===== src/rtl/desc_walk_pkg.sv =====
package desc_walk_pkg;
    localparam int WORD_W     = 32;
    localparam int DESC_BYTES = 16;
    localparam int SZ_W       = 13;
    localparam int LEFT_W     = SZ_W - 2;

    localparam int ATTR_OWN      = 31;
    localparam int ATTR_NOIRQ    = 0;
    localparam int ATTR_RING_END = 1;
    localparam int ATTR_LAST     = 2;

    localparam int ST_DONE    = 0;
    localparam int ST_UNAVAIL = 1;
    localparam int ST_BUSERR  = 2;
    localparam int ST_NORM    = 3;
    localparam int ST_ABN     = 4;
    localparam int ST_W       = 5;

    typedef enum logic [3:0] {
        S_IDLE, S_ATTR, S_SIZE, S_ADDR1, S_ADDR2,
        S_BUF_SEL, S_XFER, S_WBACK, S_NEXT, S_SUSP, S_HALT
    } walk_state_e;
endpackage


===== src/rtl/desc_next_addr.sv =====
module desc_next_addr
    import desc_walk_pkg::*;
#(
    parameter int AW     = 32,
    parameter int SKIP_W = 5
) (
    input  logic              mode_dual,
    input  logic [AW-1:0]     desc_addr,
    input  logic [AW-1:0]     link_addr,
    input  logic [SKIP_W-1:0] skip_words,
    output logic [AW-1:0]     next_addr
);
    localparam logic [AW-1:0] STRIDE = AW'(DESC_BYTES);

    logic [AW-1:0] pad_bytes;

    always_comb begin
        pad_bytes = {{(AW-SKIP_W){1'b0}}, skip_words} << 2;
        if (mode_dual) begin
            next_addr = desc_addr + STRIDE + pad_bytes;
        end else begin
            next_addr = link_addr;
        end
    end
endmodule


===== src/rtl/desc_status_reg.sv =====
module desc_status_reg
    import desc_walk_pkg::*;
(
    input  logic            clk,
    input  logic            rst_n,
    input  logic            set_done,
    input  logic            set_unavail,
    input  logic            set_buserr,
    input  logic [ST_W-1:0] clr,
    output logic [ST_W-1:0] status,
    output logic            irq
);
    logic [ST_W-1:0] status_d, status_q, set_vec;

    always_comb begin
        set_vec = '0;
        set_vec[ST_DONE]    = set_done;
        set_vec[ST_NORM]    = set_done;
        set_vec[ST_UNAVAIL] = set_unavail;
        set_vec[ST_BUSERR]  = set_buserr;
        set_vec[ST_ABN]     = set_unavail | set_buserr;
        status_d = (status_q & ~clr) | set_vec;
    end

    always_ff @(posedge clk) begin
        if (!rst_n) begin
            status_q <= '0;
        end else begin
            status_q <= status_d;
        end
    end

    assign status = status_q;
    assign irq    = status_q[ST_NORM] | status_q[ST_ABN];
endmodule


===== src/rtl/dma_desc_walker.sv =====
module dma_desc_walker
    import desc_walk_pkg::*;
#(
    parameter int AW     = 32,
    parameter int SKIP_W = 5
) (
    input  logic              clk,
    input  logic              rst_n,
    input  logic              mode_dual,
    input  logic              to_card,
    input  logic [SKIP_W-1:0] skip_words,
    input  logic [AW-1:0]     base_addr,
    input  logic              start,
    input  logic              poll_demand,
    input  logic [ST_W-1:0]   status_clr,
    output logic              mem_req,
    output logic              mem_we,
    output logic [AW-1:0]     mem_addr,
    output logic [WORD_W-1:0] mem_wdata,
    input  logic              mem_ack,
    input  logic              mem_err,
    input  logic [WORD_W-1:0] mem_rdata,
    output logic              tx_valid,
    output logic [WORD_W-1:0] tx_data,
    input  logic              tx_ready,
    input  logic              rx_valid,
    input  logic [WORD_W-1:0] rx_data,
    output logic              rx_ready,
    output logic [ST_W-1:0]   status,
    output logic              irq
);
    localparam logic [AW-1:0]     OFF_SIZE  = AW'(4);
    localparam logic [AW-1:0]     OFF_ADDR1 = AW'(8);
    localparam logic [AW-1:0]     OFF_ADDR2 = AW'(12);
    localparam logic [AW-1:0]     WORD_STEP = AW'(WORD_W / 8);
    localparam logic [WORD_W-1:0] OWN_MASK  = WORD_W'(1) << ATTR_OWN;

    typedef struct packed {
        walk_state_e       st;
        logic [AW-1:0]     desc;
        logic [AW-1:0]     a1;
        logic [AW-1:0]     a2;
        logic [AW-1:0]     ptr;
        logic [WORD_W-1:0] attr;
        logic [WORD_W-1:0] word;
        logic [SZ_W-1:0]   sz1;
        logic [SZ_W-1:0]   sz2;
        logic [LEFT_W-1:0] left;
        logic              buf2;
        logic              hold;
    } walk_regs_t;

    walk_regs_t        r_q, r_d;
    logic [AW-1:0]     next_addr;
    logic [SZ_W-1:0]   cur_sz;
    logic [LEFT_W-1:0] cur_words;
    logic              adv;
    logic              set_done, set_unavail, set_buserr;

    desc_next_addr #(.AW(AW), .SKIP_W(SKIP_W)) u_next (
        .mode_dual (mode_dual),
        .desc_addr (r_q.desc),
        .link_addr (r_q.a2),
        .skip_words(skip_words),
        .next_addr (next_addr)
    );

    desc_status_reg u_status (
        .clk        (clk),
        .rst_n      (rst_n),
        .set_done   (set_done),
        .set_unavail(set_unavail),
        .set_buserr (set_buserr),
        .clr        (status_clr),
        .status     (status),
        .irq        (irq)
    );

    always_comb begin
        r_d         = r_q;
        mem_req     = 1'b0;
        mem_we      = 1'b0;
        mem_addr    = r_q.desc;
        mem_wdata   = r_q.word;
        tx_valid    = 1'b0;
        rx_ready    = 1'b0;
        adv         = 1'b0;
        set_done    = 1'b0;
        set_unavail = 1'b0;
        set_buserr  = 1'b0;
        cur_sz      = r_q.buf2 ? r_q.sz2 : r_q.sz1;
        cur_words   = LEFT_W'(cur_sz >> 2);

        unique case (r_q.st)
            S_IDLE, S_HALT: begin
                if (start) begin
                    r_d.desc = base_addr;
                    r_d.st   = S_ATTR;
                end
            end
            S_SUSP: begin
                if (start) begin
                    r_d.desc = base_addr;
                    r_d.st   = S_ATTR;
                end else if (poll_demand) begin
                    r_d.st = S_ATTR;
                end
            end
            S_ATTR: begin
                mem_req = 1'b1;
                if (mem_ack) begin
                    r_d.attr = mem_rdata;
                    if (!mem_rdata[ATTR_OWN]) begin
                        set_unavail = 1'b1;
                        r_d.st      = S_SUSP;
                    end else begin
                        r_d.st = S_SIZE;
                    end
                end
            end
            S_SIZE: begin
                mem_req  = 1'b1;
                mem_addr = r_q.desc + OFF_SIZE;
                if (mem_ack) begin
                    r_d.sz1 = mem_rdata[SZ_W-1:0];
                    r_d.sz2 = mem_rdata[2*SZ_W-1:SZ_W];
                    r_d.st  = S_ADDR1;
                end
            end
            S_ADDR1: begin
                mem_req  = 1'b1;
                mem_addr = r_q.desc + OFF_ADDR1;
                if (mem_ack) begin
                    r_d.a1 = mem_rdata[AW-1:0];
                    r_d.st = S_ADDR2;
                end
            end
            S_ADDR2: begin
                mem_req  = 1'b1;
                mem_addr = r_q.desc + OFF_ADDR2;
                if (mem_ack) begin
                    r_d.a2   = mem_rdata[AW-1:0];
                    r_d.buf2 = 1'b0;
                    r_d.st   = S_BUF_SEL;
                end
            end
            S_BUF_SEL: begin
                if (r_q.buf2 && !mode_dual) begin
                    r_d.st = S_WBACK;
                end else if (cur_words == '0) begin
                    if (r_q.buf2) begin
                        r_d.st = S_WBACK;
                    end else begin
                        r_d.buf2 = 1'b1;
                    end
                end else begin
                    r_d.ptr  = r_q.buf2 ? r_q.a2 : r_q.a1;
                    r_d.left = cur_words;
                    r_d.hold = 1'b0;
                    r_d.st   = S_XFER;
                end
            end
            S_XFER: begin
                mem_addr = r_q.ptr;
                if (to_card) begin
                    if (!r_q.hold) begin
                        mem_req = 1'b1;
                        if (mem_ack) begin
                            r_d.word = mem_rdata;
                            r_d.hold = 1'b1;
                        end
                    end else begin
                        tx_valid = 1'b1;
                        adv      = tx_ready;
                    end
                end else begin
                    if (!r_q.hold) begin
                        rx_ready = 1'b1;
                        if (rx_valid) begin
                            r_d.word = rx_data;
                            r_d.hold = 1'b1;
                        end
                    end else begin
                        mem_req = 1'b1;
                        mem_we  = 1'b1;
                        adv     = mem_ack;
                    end
                end
                if (adv) begin
                    r_d.hold = 1'b0;
                    r_d.ptr  = r_q.ptr + WORD_STEP;
                    r_d.left = r_q.left - 1'b1;
                    if (r_q.left == LEFT_W'(1)) begin
                        if (r_q.buf2) begin
                            r_d.st = S_WBACK;
                        end else begin
                            r_d.buf2 = 1'b1;
                            r_d.st   = S_BUF_SEL;
                        end
                    end
                end
            end
            S_WBACK: begin
                mem_req   = 1'b1;
                mem_we    = 1'b1;
                mem_wdata = r_q.attr & ~OWN_MASK;
                if (mem_ack) begin
                    set_done = !r_q.attr[ATTR_NOIRQ];
                    r_d.st   = S_NEXT;
                end
            end
            S_NEXT: begin
                if (r_q.attr[ATTR_LAST] || (mode_dual && r_q.attr[ATTR_RING_END])) begin
                    r_d.st = S_IDLE;
                end else begin
                    r_d.desc = next_addr;
                    r_d.st   = S_ATTR;
                end
            end
            default: r_d.st = S_IDLE;
        endcase

        if (mem_req && mem_ack && mem_err) begin
            r_d         = r_q;
            r_d.st      = S_HALT;
            set_buserr  = 1'b1;
            set_done    = 1'b0;
            set_unavail = 1'b0;
        end
    end

    always_ff @(posedge clk) begin
        if (!rst_n) begin
            r_q    <= '0;
            r_q.st <= S_IDLE;
        end else begin
            r_q <= r_d;
        end
    end

    assign tx_data = r_q.word;
endmodule


===== config.mk =====
export PLATFORM = sky130hd
export DESIGN_NAME = dma_desc_walker
export DESIGN_NICKNAME = d
export VERILOG_FILES = /design/src/rtl/desc_walk_pkg.sv /design/src/rtl/desc_next_addr.sv /design/src/rtl/desc_status_reg.sv /design/src/rtl/dma_desc_walker.sv
export SDC_FILE = /design/constraint.sdc
export NUM_CORES = 1
export LEC_CHECK = 0
export ABC_AREA = 1
export BUFFER_PORTS_ARGS = -buffer_cell sky130_fd_sc_hd__buf_2
export CELL_PAD_IN_SITES_DETAIL_PLACEMENT = 1
export CELL_PAD_IN_SITES_GLOBAL_PLACEMENT = 1
export CORE_MARGIN = 2
export CORE_UTILIZATION = 43
export DETAILED_ROUTE_END_ITERATION = 7
export MAX_ROUTING_LAYER = met4
export PLACE_DENSITY_LB_ADDON = 0.1
export REMOVE_ABC_BUFFERS = 1
export SLEW_MARGIN = 10
export SYNTH_ARGS = -nofsm -noshare
export SYNTH_HDL_FRONTEND = slang
export SYNTH_SLANG_ARGS = --single-unit

===== constraint.sdc =====
create_clock -name clk -period 4.13 [get_ports clk]
set_clock_uncertainty 0.2 [all_clocks]
set_input_delay 0 -clock clk [delete_from_list [all_inputs] [get_ports clk]]
set_output_delay 0 -clock clk [all_outputs]
set_load 0.02 [all_outputs]

==> results.txt <==
----------------------------------------------------
[Synth]
  Count of mapped cells out of synthesis ... 2355
  Count of different cell masters after synthesis ... 46
  Synthesis warning total ... 0
  Seq/Total Area, Yosys ... 32.4%
  Mean instance size in the synthesized netlist ... 6.17 µm²
  Number of synthesized flops with an enable pin ... 0
  Top_reg_cell synth ... dfxtp_1
  Seq cells post-synth ... 235
  Post-synthesis instance area ... 14500 µm²
  Post-synthesis async set-or-reset flop share ... 0%

[Layout]
  Net count, final ... 2763
  Share of final-layout standard cells stronger than drive strength 1 ... 12.8%
  Number of fillers in the final layout ... 4564
  Signed area change from the synthesized netlist to the final layout ... 25.7%
  Non-filler cells, final ... 3098
  Utilization after layout ... 54.6%

[Power and ir drop]
  Static leakage ... 7.92 nW
  Logic gate share of total power ... 41.8%
  PwrDens ... 549 nW/µm²
  Relative contribution of the clock network to total power ... 26.9%
  Fraction of power consumed by sequential logic ... 31.4%
  Total Power Consumption ... 10.0 mW
  Switching power of the nets ... 4.56 mW
  Peak supply drop ... 0.000340 V
  Pint ... 5.47 mW
  Switching Share ... 45.5%

[Timing]
  Worst Tran Pin Value ... 1.28 ns
  Final setup slack of the worst path ... 0.259 ns
  Max Clk Rate ... 0.258 GHz
  Headroom to the max-slew limit ... 14.4%
  Total of endpoints with negative setup slack in the final report ... 0
  Final worst-path cycle share ... 93.7%
  Minimum period implied by the final worst setup slack ... 3.87 ns
  Unrepaired setup endpoints after global routing ... false
  Slew Limit Fails ... 0
  Setup TNS Final ... 0 ns
  Number of hold violations in the final report ... 0

[Worst setup path]
  Highest-delay cell along the critical path ... o22ai_1
  Maximum fanout encountered on the critical timing path ... 5
  Critical path startpoint category ... flop
  Chain of cells forming the critical path ... inv_2 > nand2_1 > nor2_1 > fa_1 > nand2_1 > nor2_1 > nand2_1 > o22ai_1 > nand3_1 > o21ai_1 > nand2_1 > o21ai_0 > buf_2
  Worst stage delay on the critical path ... 0.41 ns
  Required time reported for the critical path endpoint ... 3.93 ns
  Worst EP arrival ... 3.67 ns
  Cell seen most often among critical-path stages ... nand2_1
  Critical Path Sink Type ... primary output
  Kind of critical path ... flop to primary output

[Placement]
  Dpl cells ... 2890
  RD Place Congestion ... 1.01
  Worst setup slack after placement ... 0.981 ns
  PortBufs ... 221
  Post-detailed-placement half-perimeter wirelength ... 46500 µm

[CTS]
  PostCTS Resize Cnt ... 0
  CTS H-tree depth ... 1
  Worst-case clock buffer depth ... 3
  Root buffer cell ... clkbuf_16
  Cts bufs inserted ... 28
  CTS clk-pin slew, worst paths ... 0.07 ns
  # clock sinks ... 235
  Insertion delay of the later-clocked pin in the worst-skew pair ... 0.58 ns
  CTS tree ... done
  Post-CTS Setup Repair Bufs ... 0
  Total of hold buffers inserted after clock tree synthesis ... 155

[Floorplanning]
  Die outline area ... 35300 µm²
  Floorplan Core Area ... 33400 µm²
  Starting utilization of the core area ... 43.5%
  Chip Height ... 188 µm
  Die Wd ... 188 µm
  Number of placement rows ... 67
  Count of pins on the block boundary ... 222

[Run]
  Number of maximum-capacitance violations ... 0

[Status]
  Result of the run ... finished, final reports clean

[Drt]
  1st-pass router iterations ... 5
  Aggregate routed wire length ... 71700 µm
  Detailed-route vias per instance ... 5.86
  Detailed router's first-iteration violation count ... 1568
  Count of antenna-violating nets left after detailed routing ... 0
  Count of unresolved DRC violations after routing ... 0
  Overall via count from detail_route ... 18.1k
  Wirelength per Cell ... 23.1 µm

[Worst hold path]
  Hold Path Class ... input pin to flop

[Global route]
  Global-route wire length before repair ... 110000 µm
  Largest net degree at the start of global routing ... 182
  Total global routing overflow ... 0
  Antenna violations before repair ... 1
  Number of global-route vias before repair ... 18.5k
  Total Routing Usage GR ... 41.0%

----------------------------------------------------
## routing by layer
| layer | part of all wire [%] | track usage [%] | vias up |
|---|---|---|---|
| li1 | - | - | 8278 |
| met1 | 43 | 53.0 | 8892 |
| met2 | 45 | 65.0 | 790 |
| met3 | 6.9 | 4.92 | 184 |
| met4 | 4.7 | 16.9 | 0 |
| met5 | 0 | - | - |
## area by class of cell
class / instances / area [µm²] / share of cell area [%]
Multi-Input combinational cell: 1670 / 7960 / 43.6
Antenna cell: 1 / 2.50 / 0.0137
Tap cell: 448 / 561 / 3.07
Sequential cell: 235 / 4710 / 25.8
Clock inverter: 18 / 220 / 1.21
Inverter: 284 / 1070 / 5.83
Clock buffer: 34 / 773 / 4.23
Timing Repair Buffer: 408 / 2980 / 16.3
## critical path, delay by kind of cell (launching register included)
kind	cells	cell delay (ns)
and+or+nand+nor	7	1.37
AOI/OAI and AO/OA	3	0.71
DFF	1	0.36
adders and majority gates	1	0.35
buffers and inverters	2	0.29
## cell families after synthesis
logic type | Yosys count | synth area share, %
xor+xnor | 13 | 0.783
compound gates | 654 | 23.7
mux | 1 | 0.0689
simple gates | 982 | 28.2
flops | 235 | 32.4
buf+inv | 450 | 13.0
fa+ha+maj | 20 | 1.82
## placed cells by master, fill, tap and decap left out, types with 3 or more instances in the layout
| cell | netlist | routed |
|---|---|---|
| nand2_1 | 582 | 580 |
| inv_1 | 273 | 273 |
| a21oi_1 | 250 | 250 |
| dfxtp_1 | 235 | 234 |
| o21ai_0 | 232 | 232 |
| buf_2 | 35 | 220 |
| nor2_1 | 158 | 158 |
| nand3_1 | 159 | 157 |
| dlygate4sd3_1 | 0 | 155 |
| o21ai_1 | 81 | 81 |
| a31oi_1 | 43 | 43 |
| nand4_1 | 30 | 30 |
| clkbuf_16 | 0 | 28 |
| buf_4 | 36 | 26 |
| nor3_1 | 18 | 18 |
| ha_1 | 18 | 18 |
| o211ai_1 | 17 | 17 |
| xor2_1 | 12 | 12 |
| inv_2 | 11 | 11 |
| clkinv_2 | 0 | 11 |
| o22ai_1 | 9 | 9 |
| and3_1 | 7 | 7 |
| buf_12 | 0 | 6 |
| o2111ai_1 | 5 | 5 |
| nor2_2 | 6 | 5 |
| o221ai_1 | 5 | 5 |
| or2_2 | 5 | 5 |
| clkbuf_8 | 0 | 5 |
| nand2_2 | 2 | 4 |
| nand3_2 | 2 | 4 |
| bufinv_16 | 0 | 4 |
| nor3_2 | 3 | 3 |
| nor3b_1 | 3 | 3 |
| a22oi_1 | 3 | 3 |
| nand3b_1 | 3 | 3 |
## synthesized netlist by cell type (3+ instances only)
master / n / area share, %
o21ai_0: 232 / 8.0
nor3_2: 3 / 0.21
buf_1: 8 / 0.21
clkbuf_1: 84 / 2.2
a22oi_1: 3 / 0.15
a21oi_1: 250 / 8.6
o22ai_1: 9 / 0.39
xor2_1: 12 / 0.72
nor3_1: 18 / 0.62
and3_1: 7 / 0.30
ha_1: 18 / 1.5
dfxtp_1: 235 / 32
o21ai_1: 81 / 2.8
nand3b_1: 3 / 0.15
nor3b_1: 3 / 0.15
inv_2: 11 / 0.28
inv_1: 273 / 7.0
a31oi_1: 43 / 1.9
nor2_2: 6 / 0.26
o221ai_1: 5 / 0.30
buf_6: 3 / 0.23
buf_2: 35 / 1.2
o2111ai_1: 5 / 0.30
or2_2: 5 / 0.22
o211ai_1: 17 / 0.88
nand3_1: 159 / 5.5
buf_4: 36 / 1.9
nand2_1: 582 / 15
nand4_1: 30 / 1.3
nor2_1: 158 / 4.1
## through the flow
step	instance area, µm²	hold slack [ns]
final	18300	0.0354
after global placement	15700	0.0134
after floorplan	13700	-0.0821
after global routing	18300	0.0755
after detailed placement	15700	0.0125
after CTS	18300	0.0136
## sequential cells by signal (all words and copies together) (netlist names), named ones only
name and cells:
tx_data 32, u_status.status 5, r_q 194
## power by group through the flow
stage	clock network, mW	registers (mW)	logic [mW]
finish	2.70	3.15	4.19
global route	2.80	3.17	4.51
CTS	2.70	3.10	4.02
detailed placement	0	3.14	3.83
global placement	0	3.13	3.73
floorplan	0	2.96	2.28
## path summary, 6_finish.rpt
path / from / end / slack (ns) / cells past startpoint
setup / recovery: r_q[234] / mem_addr[18] / 0.26 / 13
hold / removal: base_addr[10] / r_q[209] / 0.04 / 4
setup reg to reg: r_q[232] / tx_data[12] / 0.37 / 10
hold reg to reg: r_q[174] / r_q[174] / 0.25 / 2
Power figures use the tool's default switching activity.
